===== src/rtl/idle_seq_pkg.sv =====
package idle_seq_pkg;

    typedef enum logic [2:0] {
        ST_RUN        = 3'd0,
        ST_ARMED      = 3'd1,
        ST_WAIT_WFI   = 3'd2,
        ST_WAIT_SNOOP = 3'd3,
        ST_OFF        = 3'd4,
        ST_WAKE       = 3'd5
    } seq_state_e;

    // offsets inside a core bank; bank index = core + 1
    localparam logic [7:0] OFS_CTRL   = 8'h04;
    localparam logic [7:0] OFS_PDC    = 8'h08;
    localparam logic [7:0] OFS_STAT   = 8'h0C;
    localparam logic [7:0] OFS_BOOT   = 8'h24;
    localparam logic [7:0] OFS_FABRIC = 8'h04;  // in bank 0

    localparam int CTL_PD_BIT   = 16;
    localparam int CTL_L2_BIT   = 20;
    localparam int PDC_SKIP_BIT = 0;
    localparam int ST_WFI_BIT   = 16;
    localparam int ST_SNP_BIT   = 17;
    localparam int ST_WAKE_LSB  = 20;
    localparam int ST_MIRQ_BIT  = 24;
    localparam int ST_MFIQ_BIT  = 25;
    localparam int FAB_L2_BIT   = 20;

    typedef struct packed {
        logic       pd_req;
        logic       l2_req;
        logic       skip_snoop;
        logic       wait_wfi;
        logic       wait_snoop;
        logic [2:0] wake_en;    // [0] irq, [1] fiq, [2] debug
        logic       mask_irq;
        logic       mask_fiq;
    } core_cfg_t;

    function automatic logic [31:0] ctrl_word(core_cfg_t c);
        logic [31:0] w;
        w = '0;
        w[CTL_PD_BIT] = c.pd_req;
        w[CTL_L2_BIT] = c.l2_req;
        return w;
    endfunction

    function automatic logic [31:0] stat_word(core_cfg_t c);
        logic [31:0] w;
        w = '0;
        w[ST_WFI_BIT] = c.wait_wfi;
        w[ST_SNP_BIT] = c.wait_snoop;
        w[ST_WAKE_LSB +: 3] = c.wake_en;
        w[ST_MIRQ_BIT] = c.mask_irq;
        w[ST_MFIQ_BIT] = c.mask_fiq;
        return w;
    endfunction

    function automatic logic [31:0] pdc_word(core_cfg_t c);
        logic [31:0] w;
        w = '0;
        w[PDC_SKIP_BIT] = c.skip_snoop;
        return w;
    endfunction

endpackage


===== src/rtl/idle_regs.sv =====
module idle_regs
    import idle_seq_pkg::*;
#(
    parameter int NCORE = 4,
    parameter int AW    = 12
) (
    input  logic                  clk,
    input  logic                  rst,
    input  logic                  wr_en,
    input  logic [AW-1:0]         addr,
    input  logic [31:0]           wdata,
    output logic [31:0]           rdata,
    output core_cfg_t             cfg [NCORE],
    output logic [NCORE-1:0][31:0] boot,
    output logic                  fabric_en
);
    localparam int BW = AW - 8;

    logic [BW-1:0]          bank;
    logic [7:0]             ofs;
    logic [NCORE:0][31:0]   rd_part;

    assign bank = addr[AW-1:8];
    assign ofs  = addr[7:0];

    always_ff @(posedge clk) begin
        if (rst)
            fabric_en <= 1'b0;
        else if (wr_en && bank == '0 && ofs == OFS_FABRIC)
            fabric_en <= wdata[FAB_L2_BIT];
    end

    assign rd_part[0] = (bank == '0 && ofs == OFS_FABRIC) ?
                        (32'(fabric_en) << FAB_L2_BIT) : 32'd0;

    for (genvar c = 0; c < NCORE; c++) begin : g_bank
        logic        sel;
        core_cfg_t   cfg_q;
        logic [31:0] boot_q;
        logic [31:0] rd;

        assign sel = (bank == BW'(c + 1));

        always_ff @(posedge clk) begin
            if (rst) begin
                cfg_q  <= '0;
                boot_q <= '0;
            end else if (wr_en && sel) begin
                case (ofs)
                    OFS_CTRL: begin
                        cfg_q.pd_req <= wdata[CTL_PD_BIT];
                        cfg_q.l2_req <= wdata[CTL_L2_BIT];
                    end
                    OFS_PDC:  cfg_q.skip_snoop <= wdata[PDC_SKIP_BIT];
                    OFS_STAT: begin
                        cfg_q.wait_wfi   <= wdata[ST_WFI_BIT];
                        cfg_q.wait_snoop <= wdata[ST_SNP_BIT];
                        cfg_q.wake_en    <= wdata[ST_WAKE_LSB +: 3];
                        cfg_q.mask_irq   <= wdata[ST_MIRQ_BIT];
                        cfg_q.mask_fiq   <= wdata[ST_MFIQ_BIT];
                    end
                    OFS_BOOT: boot_q <= wdata;
                    default: ;
                endcase
            end
        end

        always_comb begin
            rd = '0;
            if (sel) begin
                case (ofs)
                    OFS_CTRL: rd = ctrl_word(cfg_q);
                    OFS_PDC:  rd = pdc_word(cfg_q);
                    OFS_STAT: rd = stat_word(cfg_q);
                    OFS_BOOT: rd = boot_q;
                    default:  rd = '0;
                endcase
            end
        end

        assign rd_part[c+1] = rd;
        assign cfg[c]       = cfg_q;
        assign boot[c]      = boot_q;
    end

    always_comb begin
        rdata = '0;
        for (int i = 0; i <= NCORE; i++)
            rdata = rdata | rd_part[i];
    end

endmodule


===== src/rtl/idle_core_fsm.sv =====
module idle_core_fsm
    import idle_seq_pkg::*;
(
    input  logic      clk,
    input  logic      rst,
    input  core_cfg_t cfg,
    input  logic      wfi,
    input  logic      snoop_empty,
    input  logic      irq,
    input  logic      fiq,
    input  logic      dbg,
    output logic      pwr_off,
    output logic      release_pulse,
    output logic      l2_vote,
    output logic      irq_out,
    output logic      fiq_out
);
    seq_state_e state, nxt;
    logic       wfi_ok;
    logic       snoop_need;
    logic       wake_evt;

    assign wfi_ok     = !cfg.wait_wfi || wfi;
    assign snoop_need = cfg.wait_snoop && !cfg.skip_snoop;
    assign wake_evt   = |(cfg.wake_en & {dbg, fiq, irq});

    always_comb begin
        nxt = state;
        unique case (state)
            ST_RUN:      if (cfg.pd_req) nxt = ST_ARMED;
            ST_ARMED:    nxt = cfg.pd_req ? ST_WAIT_WFI : ST_RUN;
            ST_WAIT_WFI: begin
                if (!cfg.pd_req)  nxt = ST_RUN;
                else if (wfi_ok)  nxt = snoop_need ? ST_WAIT_SNOOP : ST_OFF;
            end
            ST_WAIT_SNOOP: begin
                if (!cfg.pd_req)      nxt = ST_RUN;
                else if (!wfi_ok)     nxt = ST_ARMED;
                else if (snoop_empty) nxt = ST_OFF;
            end
            ST_OFF:      if (wake_evt) nxt = ST_WAKE;
            ST_WAKE:     nxt = ST_RUN;
            default:     nxt = ST_RUN;
        endcase
    end

    always_ff @(posedge clk) begin
        if (rst) state <= ST_RUN;
        else     state <= nxt;
    end

    assign pwr_off       = (state == ST_OFF);
    assign release_pulse = (state == ST_WAKE);
    assign l2_vote       = pwr_off && cfg.l2_req;
    assign irq_out       = irq && !cfg.mask_irq;
    assign fiq_out       = fiq && !cfg.mask_fiq;

    // power-off only once the WFI condition held
    a_r3_off_after_wfi: assert property (@(posedge clk) disable iff (rst)
        $rose(pwr_off) |-> $past(!cfg.wait_wfi || wfi));

    // snoop handshake honoured unless bypassed
    a_r4_off_after_drain: assert property (@(posedge clk) disable iff (rst)
        ($rose(pwr_off) && $past(cfg.wait_snoop && !cfg.skip_snoop)) |-> $past(snoop_empty));

    // no power-off without a live request
    a_r11_off_needs_req: assert property (@(posedge clk) disable iff (rst)
        $rose(pwr_off) |-> $past(cfg.pd_req));

    // release follows an enabled wake event while off
    a_r7_release_after_wake: assert property (@(posedge clk) disable iff (rst)
        release_pulse |-> ($past(pwr_off) && $past(|(cfg.wake_en & {dbg, fiq, irq}))));

    // release lasts one cycle
    a_r7_release_single: assert property (@(posedge clk) disable iff (rst)
        release_pulse |=> !release_pulse);

endmodule


===== src/rtl/idle_l2_gate.sv =====
module idle_l2_gate #(
    parameter int NCORE = 4
) (
    input  logic             fabric_en,
    input  logic [NCORE-1:0] req,
    input  logic [NCORE-1:0] vote,
    output logic             l2_off
);
    logic all_ready;

    always_comb begin
        all_ready = 1'b1;
        for (int i = 0; i < NCORE; i++)
            if (req[i] && !vote[i]) all_ready = 1'b0;
    end

    assign l2_off = fabric_en && (|req) && all_ready;

endmodule


===== src/rtl/cpu_idle_seq.sv =====
module cpu_idle_seq
    import idle_seq_pkg::*;
#(
    parameter int NCORE = 4,
    parameter int AW    = 12
) (
    input  logic               clk,
    input  logic               rst,
    input  logic               bus_wr,
    input  logic [AW-1:0]      bus_addr,
    input  logic [31:0]        bus_wdata,
    output logic [31:0]        bus_rdata,
    input  logic [NCORE-1:0]   cpu_wfi,
    input  logic [NCORE-1:0]   cpu_snoop_empty,
    input  logic [NCORE-1:0]   cpu_irq,
    input  logic [NCORE-1:0]   cpu_fiq,
    input  logic [NCORE-1:0]   cpu_dbg,
    output logic [NCORE-1:0]   core_irq,
    output logic [NCORE-1:0]   core_fiq,
    output logic [NCORE-1:0]   core_pwr_off,
    output logic [NCORE-1:0]   core_release,
    output logic [32*NCORE-1:0] core_boot_addr,
    output logic               l2_pwr_off
);
    core_cfg_t              cfg [NCORE];
    logic [NCORE-1:0][31:0] boot;
    logic                   fabric_en;
    logic [NCORE-1:0]       req_vec;
    logic [NCORE-1:0]       vote_vec;

    idle_regs #(.NCORE(NCORE), .AW(AW)) u_regs (
        .clk       (clk),
        .rst       (rst),
        .wr_en     (bus_wr),
        .addr      (bus_addr),
        .wdata     (bus_wdata),
        .rdata     (bus_rdata),
        .cfg       (cfg),
        .boot      (boot),
        .fabric_en (fabric_en)
    );

    for (genvar c = 0; c < NCORE; c++) begin : g_core
        assign req_vec[c] = cfg[c].pd_req;
        idle_core_fsm u_fsm (
            .clk           (clk),
            .rst           (rst),
            .cfg           (cfg[c]),
            .wfi           (cpu_wfi[c]),
            .snoop_empty   (cpu_snoop_empty[c]),
            .irq           (cpu_irq[c]),
            .fiq           (cpu_fiq[c]),
            .dbg           (cpu_dbg[c]),
            .pwr_off       (core_pwr_off[c]),
            .release_pulse (core_release[c]),
            .l2_vote       (vote_vec[c]),
            .irq_out       (core_irq[c]),
            .fiq_out       (core_fiq[c])
        );
    end

    assign core_boot_addr = boot;

    idle_l2_gate #(.NCORE(NCORE)) u_l2 (
        .fabric_en (fabric_en),
        .req       (req_vec),
        .vote      (vote_vec),
        .l2_off    (l2_pwr_off)
    );

    // L2 off only with permit and every requester powered off
    a_r9_l2_all_off: assert property (@(posedge clk) disable iff (rst)
        l2_pwr_off |-> (fabric_en && (&(core_pwr_off | ~req_vec))));

    // a released core cannot leave L2 off if it still requests
    a_r10_l2_drop_on_wake: assert property (@(posedge clk) disable iff (rst)
        (|(core_release & req_vec)) |-> !l2_pwr_off);

endmodule


===== config.mk =====
export PLATFORM = sky130hd
export DESIGN_NAME = cpu_idle_seq
export DESIGN_NICKNAME = d
export VERILOG_FILES = /design/src/rtl/idle_seq_pkg.sv /design/src/rtl/idle_regs.sv /design/src/rtl/idle_core_fsm.sv /design/src/rtl/idle_l2_gate.sv /design/src/rtl/cpu_idle_seq.sv
export SDC_FILE = /design/constraint.sdc
export NUM_CORES = 1
export LEC_CHECK = 0
export BUFFER_PORTS_ARGS = -buffer_cell sky130_fd_sc_hd__buf_2
export CAP_MARGIN = 0
export CORE_MARGIN = 5
export CORE_UTILIZATION = 40
export DETAILED_ROUTE_END_ITERATION = 10
export PLACE_DENSITY = 0.62
export SLEW_MARGIN = 30
export SYNTH_ARGS = -nofsm -noshare
export SYNTH_HDL_FRONTEND = slang
export SYNTH_SLANG_ARGS = --single-unit

===== constraint.sdc =====
create_clock -name clk -period 5 [get_ports clk]
set_input_delay 0.75 -clock clk [delete_from_list [all_inputs] [get_ports clk]]
set_output_delay 0.75 -clock clk [all_outputs]
set_load 0.03 [all_outputs]

# --- Word-level counts from Yosys, hierarchy flattened ---
# Index checks and enable logic that the tools add are counted.
word_totals:
  regBits: 181
  input_bits: 67
  out_inout_bits: 177
  wordCells: 229
op_classes:
  n_eq_ne: 44
  n_mux: 53
  bitwise_logic: 8
  n_reduce_logical: 83
op_table:
  columns: ["op", "n"]
  rows:
  - ["$pmux 32 s4", 4]
  - ["$mux 32", 4]
  - ["$or 32x32->32", 4]
  - ["$mux 3", 32]
  - ["$pmux 3 s5", 4]
  - ["$reduce_and 2->1", 16]
  - ["$logic_and 1x1->1", 29]
  - ["$eq 3x2->1 const B", 8]
  - ["$eq 3x3->1 const B", 8]
  - ["$mux 21", 1]
  - ["$logic_not 1->1", 20]
  - ["$eq 8x4->1 const B", 2]
  - ["$ne 2x2->1 const B", 8]
  - ["$ne 4x4->1 const B", 4]
  - ["$reduce_and 4->1", 4]
  - ["$and 3x3->3", 4]
  - ["$eq 3x1->1 const B", 4]
  - ["$logic_not 3->1", 4]
  - ["$ne 3x2->1 const B", 4]
  - ["$reduce_or 3->1", 4]
  - ["$eq 4x2->1 const B", 2]
  - ["$eq 8x3->1 const B", 1]
  - ["$eq 8x6->1 const B", 1]
  - ["$mux 2", 4]
  - ["other kinds (6)", 12]

# --- Depth between registers and ports, before layout ---
depth:
  depth_word: 9
  mapped_depth: 7
  depth_no_buf: 5

# --- Modules after synthesis ---
# Synthesis repeated with hierarchy kept, for this count alone.
hier_totals:
  cells_unflattened: 1098
  hier_area_um2: 8380.5
by_module_without_submodules:
  columns: ["mod", "n_inst", "cells_per_inst", "area_each_um2", "seq_area_each_um2"]
  rows:
  - ["idle_regs", 1, 942, 7188.1, 3383.2]
  - ["idle_core_fsm", 4, 37, 287.8, 60.1]
  - ["idle_l2_gate", 1, 8, 41.3, 0.0]

# --- Worst setup path before layout ---
# Ideal clock, no wire load.
synth_path:
  path_kind: "input to output"
  from: "in bus_addr[9]"
  to: "out bus_rdata[10]"
  t_arrival_ns: 2.492
  setup_slack_ns: 1.758
  cell_stages: 6
  path_cell_list: "clkbuf_1 nor4b_2 buf_2 buf_1 a22oi_1 a21oi_1"
synth_between:
  elab_chain_len: 6
synth_lines:
  columns: ["item", "line", "source"]
  rows:
  - ["start: declaration", "cpu_idle_seq.sv:10", "input logic [AW-1:0] bus_addr,"]
  - ["$eq 4x1->1", "idle_regs.sv:42", "assign sel = (bank == BW'(c + 1));"]
  - ["$mux 32", "idle_regs.sv:70", "if (sel) begin"]
  - ["$or 32x32->32 (3 in series)", "idle_regs.sv:89", "rdata = rdata | rd_part[i];"]
  - ["$or 32x32->32 (*)", "idle_regs.sv:89", null]
  - ["end: declaration", "cpu_idle_seq.sv:12", "output logic [31:0] bus_rdata,"]
# Every way passes the cells marked *; elsewhere a longest branch is shown, timed or not.

# --- Worst setup path after layout ---
layout_path:
  from: "in bus_addr[1]"
  to: "out bus_rdata[9]"
layout_between:
  elab_chain_len: 7
layout_lines:
  columns: ["item", "line", "source"]
  rows:
  - ["$eq 8x6->1 (tied with other cells)", "idle_regs.sv:71", "case (ofs)"]
  - ["$pmux 32 s4", "idle_regs.sv:71", null]
  - ["$mux 32", "idle_regs.sv:70", null]
  - ["$or 32x32->32 (3 in series)", "idle_regs.sv:89", null]
  - ["$or 32x32->32 (*)", "idle_regs.sv:89", null]
# Marks and branches as above.

==> results.sh <==
export IMPL_status="completed"
export IMPL_period_needed_ns=3.582
export IMPL_dr_first_iter_drc_count=717
export IMPL_arrival_ns=2.83
export IMPL_io_pins=244
export IMPL_slew_headroom_pct=36.30
export IMPL_antenna_left=0
export IMPL_drv_slew=0
export IMPL_cp_start_kind="input pin"
export IMPL_synth_cell_types=49
export IMPL_tns_ns=0
export IMPL_cts_setup_buffers=0
export IMPL_p_int_mw=2.382
export IMPL_die_h_um=154.2
export IMPL_power_density_mw_per_mm2=309.5
export IMPL_end_kind="primary output"
export IMPL_muxShareOfSynthArea_pct=2.347
export IMPL_yosys_warnings=0
export IMPL_dieArea_mm2=0.02377
export IMPL_fin_crit_sh_pct=71.65
export IMPL_synth_seq_cells=181
export IMPL_synthesis_nets=1155
export IMPL_switching_power_uw=778.5
export IMPL_synth_xor_area_share_pct=0
export IMPL_setup_viol=0
export IMPL_die_x_um=154.2
export IMPL_core_region_area_mm2=0.02036
export IMPL_track_usage_pct=24.68
export IMPL_clk_latency_ns=0.42
export IMPL_initial_core_util_pct=40.83
export IMPL_drive_gt1_share_pct=24.36
export IMPL_pre_cts_ws_ns=1.312
export IMPL_dp_hpwl_mm=20.70
export IMPL_grt_pass1_vias=8308
export IMPL_cts_buffer_depth=2
export IMPL_synthSimpleGateAreaFrac_pct=25.05
export IMPL_grt_pass1_wl_mm=47.24
export IMPL_syn_inst=1088
export IMPL_antenna_found_initial=2
export IMPL_dr_total_vias=8690
export IMPL_rsz0062_at_grt="no"
export IMPL_synth_largest_area_cell="dfxtp_1"
export IMPL_hold_class="flip-flop to flip-flop"
export IMPL_avgSynthCellArea_um2=7.643
export IMPL_syn2layout_area_growth_pct=22.83
export IMPL_skew_ns=0.01159
export IMPL_post_cts_resized=0
export IMPL_drv_cap=0
export IMPL_cts_sinks=181
export IMPL_wl_mm=30.34
export IMPL_synth_edf_count=0
export IMPL_fin_nets=1335
export IMPL_mostFrequentLayoutCell="nand2_1"
export IMPL_vias_per_cell=5.599
export IMPL_yosysTopAreaCellShare_pct=43.58
export IMPL_htree_levels=4
export IMPL_tightest_slew_ns=0.9544
export IMPL_first_pass_iters=7
export IMPL_gr_total_overflow=0
export IMPL_pwr_share_comb_pct=7.7
export IMPL_cts_tree="yes"
export IMPL_async_reset_ff_share_pct=0
export IMPL_routedWlPerCell_um=19.55
export IMPL_rows=52
export IMPL_p_clk_share_pct=45.7
export IMPL_layout_common_cells="nand2_1 (342), buf_2 (242), a21oi_1 (198)"
export IMPL_port_buffers=243
export IMPL_synthAdderAreaFrac_pct=0
export IMPL_ir_worst_vdd_mv=0.2296
export IMPL_p_sw_share_pct=24.63
export IMPL_grt_max_degree=127
export IMPL_fmax_ghz=0.2792
export IMPL_synth_compound_area_share_pct=23.22
export IMPL_crit_fanout=22
export IMPL_share_seq_of_total_power_pct=46.6
export IMPL_gp_congestion=0.9047
export IMPL_synthTopCellsByArea="dfxtp_1 (44%), nand2_1 (15%), a21oi_1 (12%)"
export IMPL_layout_setup_ws_ns=1.418
export IMPL_crit_required_ns=4.25
export IMPL_post_route_drc_count=0
export IMPL_synth_top_family_by_area="simple AND/OR/NAND/NOR gates"
export IMPL_synth_cell_area_mm2=0.008315
export IMPL_ys_flop_type="dfxtp_1"
export IMPL_clkTransAtPathRegs_ns=0.06
export IMPL_p_leak_nw=3.942
export IMPL_criticalPathCategory="input pin to primary output"
export IMPL_ys_seq_area_share_pct=43.58
export IMPL_numCtsBuffers=17
export IMPL_timing_hold_violations_final=0
export IMPL_cts_root_buffer="clkbuf_16"
export IMPL_cts_hold_fix_buffers=0
[registers in the layout (all words and copies together), names as in the netlist]
signal	flops
u_regs.g_bank.boot_q	128
u_regs.cfg	40
g_core.u_fsm.state	12
u_regs.fabric_en	1
[power by group through the flow]
stage,clock network [mW],logic [mW],registers (mW)
floorplan,0,0.168,1.50
finish,1.45,0.242,1.47
global placement,0,0.240,1.51
CTS,1.46,0.241,1.47
global route,1.52,0.262,1.48
detailed placement,0,0.240,1.51
[stage by stage]
stage / util [%] / hold slack (ns) / instances / power, mW / area [µm²]
final: 50.15 / 0.4666 / 1552 / 3.161 / 10210
after global routing: 50.15 / 0.4841 / 1552 / 3.261 / 10210
after CTS: 50.11 / 0.4675 / 1551 / 3.170 / 10200
after detailed placement: 47.03 / 0.4574 / 1519 / 1.746 / 9578
after global placement: 47.03 / 0.4529 / 1519 / 1.747 / 9578
after floorplan: - / 0.4397 / 1088 / 1.669 / 8315
[per-layer routing]
metal  global-route usage (%)  wire (µm)  vias to the layer above
li1                         -          -                     4127
met1                    33.99      13080                     4070
met3                    5.001       2593                       44
met4                    8.326        759                        2
met5                        0          7                        -
met2                    38.75      13890                      447
[worst max-delay path, stage by stage]
cell and delay [ns]:
buf_2 0.11, nor4b_1 0.42, nand3_2 0.63, buf_4 0.45, a21oi_1 0.22, buf_2 0.24
[kinds of logic (layout without fill, tap and decap cells)]
logic type | Yosys count | count (layout)
AOI/OAI and AO/OA | 322 | 322
other | 0 | 1
buffers and inverters | 100 | 293
DFF | 181 | 181
and+or+nand+nor | 466 | 466
muxes | 19 | 19
[area by class of cell]
| type | instances | area, µm² |
|---|---|---|
| multi-input cells | 807 | 4268 |
| well taps | 270 | 337.8 |
| clock inverters | 14 | 197.7 |
| repair buffers | 258 | 1344 |
| inverters | 3 | 11.26 |
| clock buffers | 18 | 429.2 |
| fillers | 2029 | 10150 |
| diodes | 1 | 2.502 |
| flip-flops and latches | 181 | 3623 |
[synth_stat cells (2+ instances only)]
master,instances
mux2i_1,15
o22ai_1,7
buf_1,7
nor2b_1,18
a211oi_1,4
buf_4,16
buf_2,38
a22o_1,13
nor2_1,34
nor4b_4,2
inv_1,3
a221o_1,7
nor3b_1,8
and4_1,2
nor3_2,2
nand4_1,5
nor4bb_1,3
nand2b_1,3
nand2_1,342
and3b_1,5
mux2_2,4
a222oi_1,3
nor4b_2,2
nor3_1,8
dfxtp_1,181
nand3_1,14
nand4b_1,2
a21oi_1,198
a31oi_1,4
o21ai_0,11
or3b_2,3
clkbuf_1,36
or3_1,2
a22oi_1,68
nand3b_1,4
[final timing paths]
check / from / cells after the start / slack [ns] / endpoint
hold reg to reg: u_regs.g_bank[1].boot_q[17] / 2 / 0.47 / u_regs.g_bank[1].boot_q[17]
hold / removal: u_regs.g_bank[1].boot_q[17] / 2 / 0.47 / u_regs.g_bank[1].boot_q[17]
setup / recovery: bus_addr[1] / 6 / 1.42 / bus_rdata[9]
setup reg to reg: g_core[3].u_fsm.state[1] / 5 / 3.39 / g_core[3].u_fsm.state[0]
No activity file was read; power rests on OpenSTA's default activity.
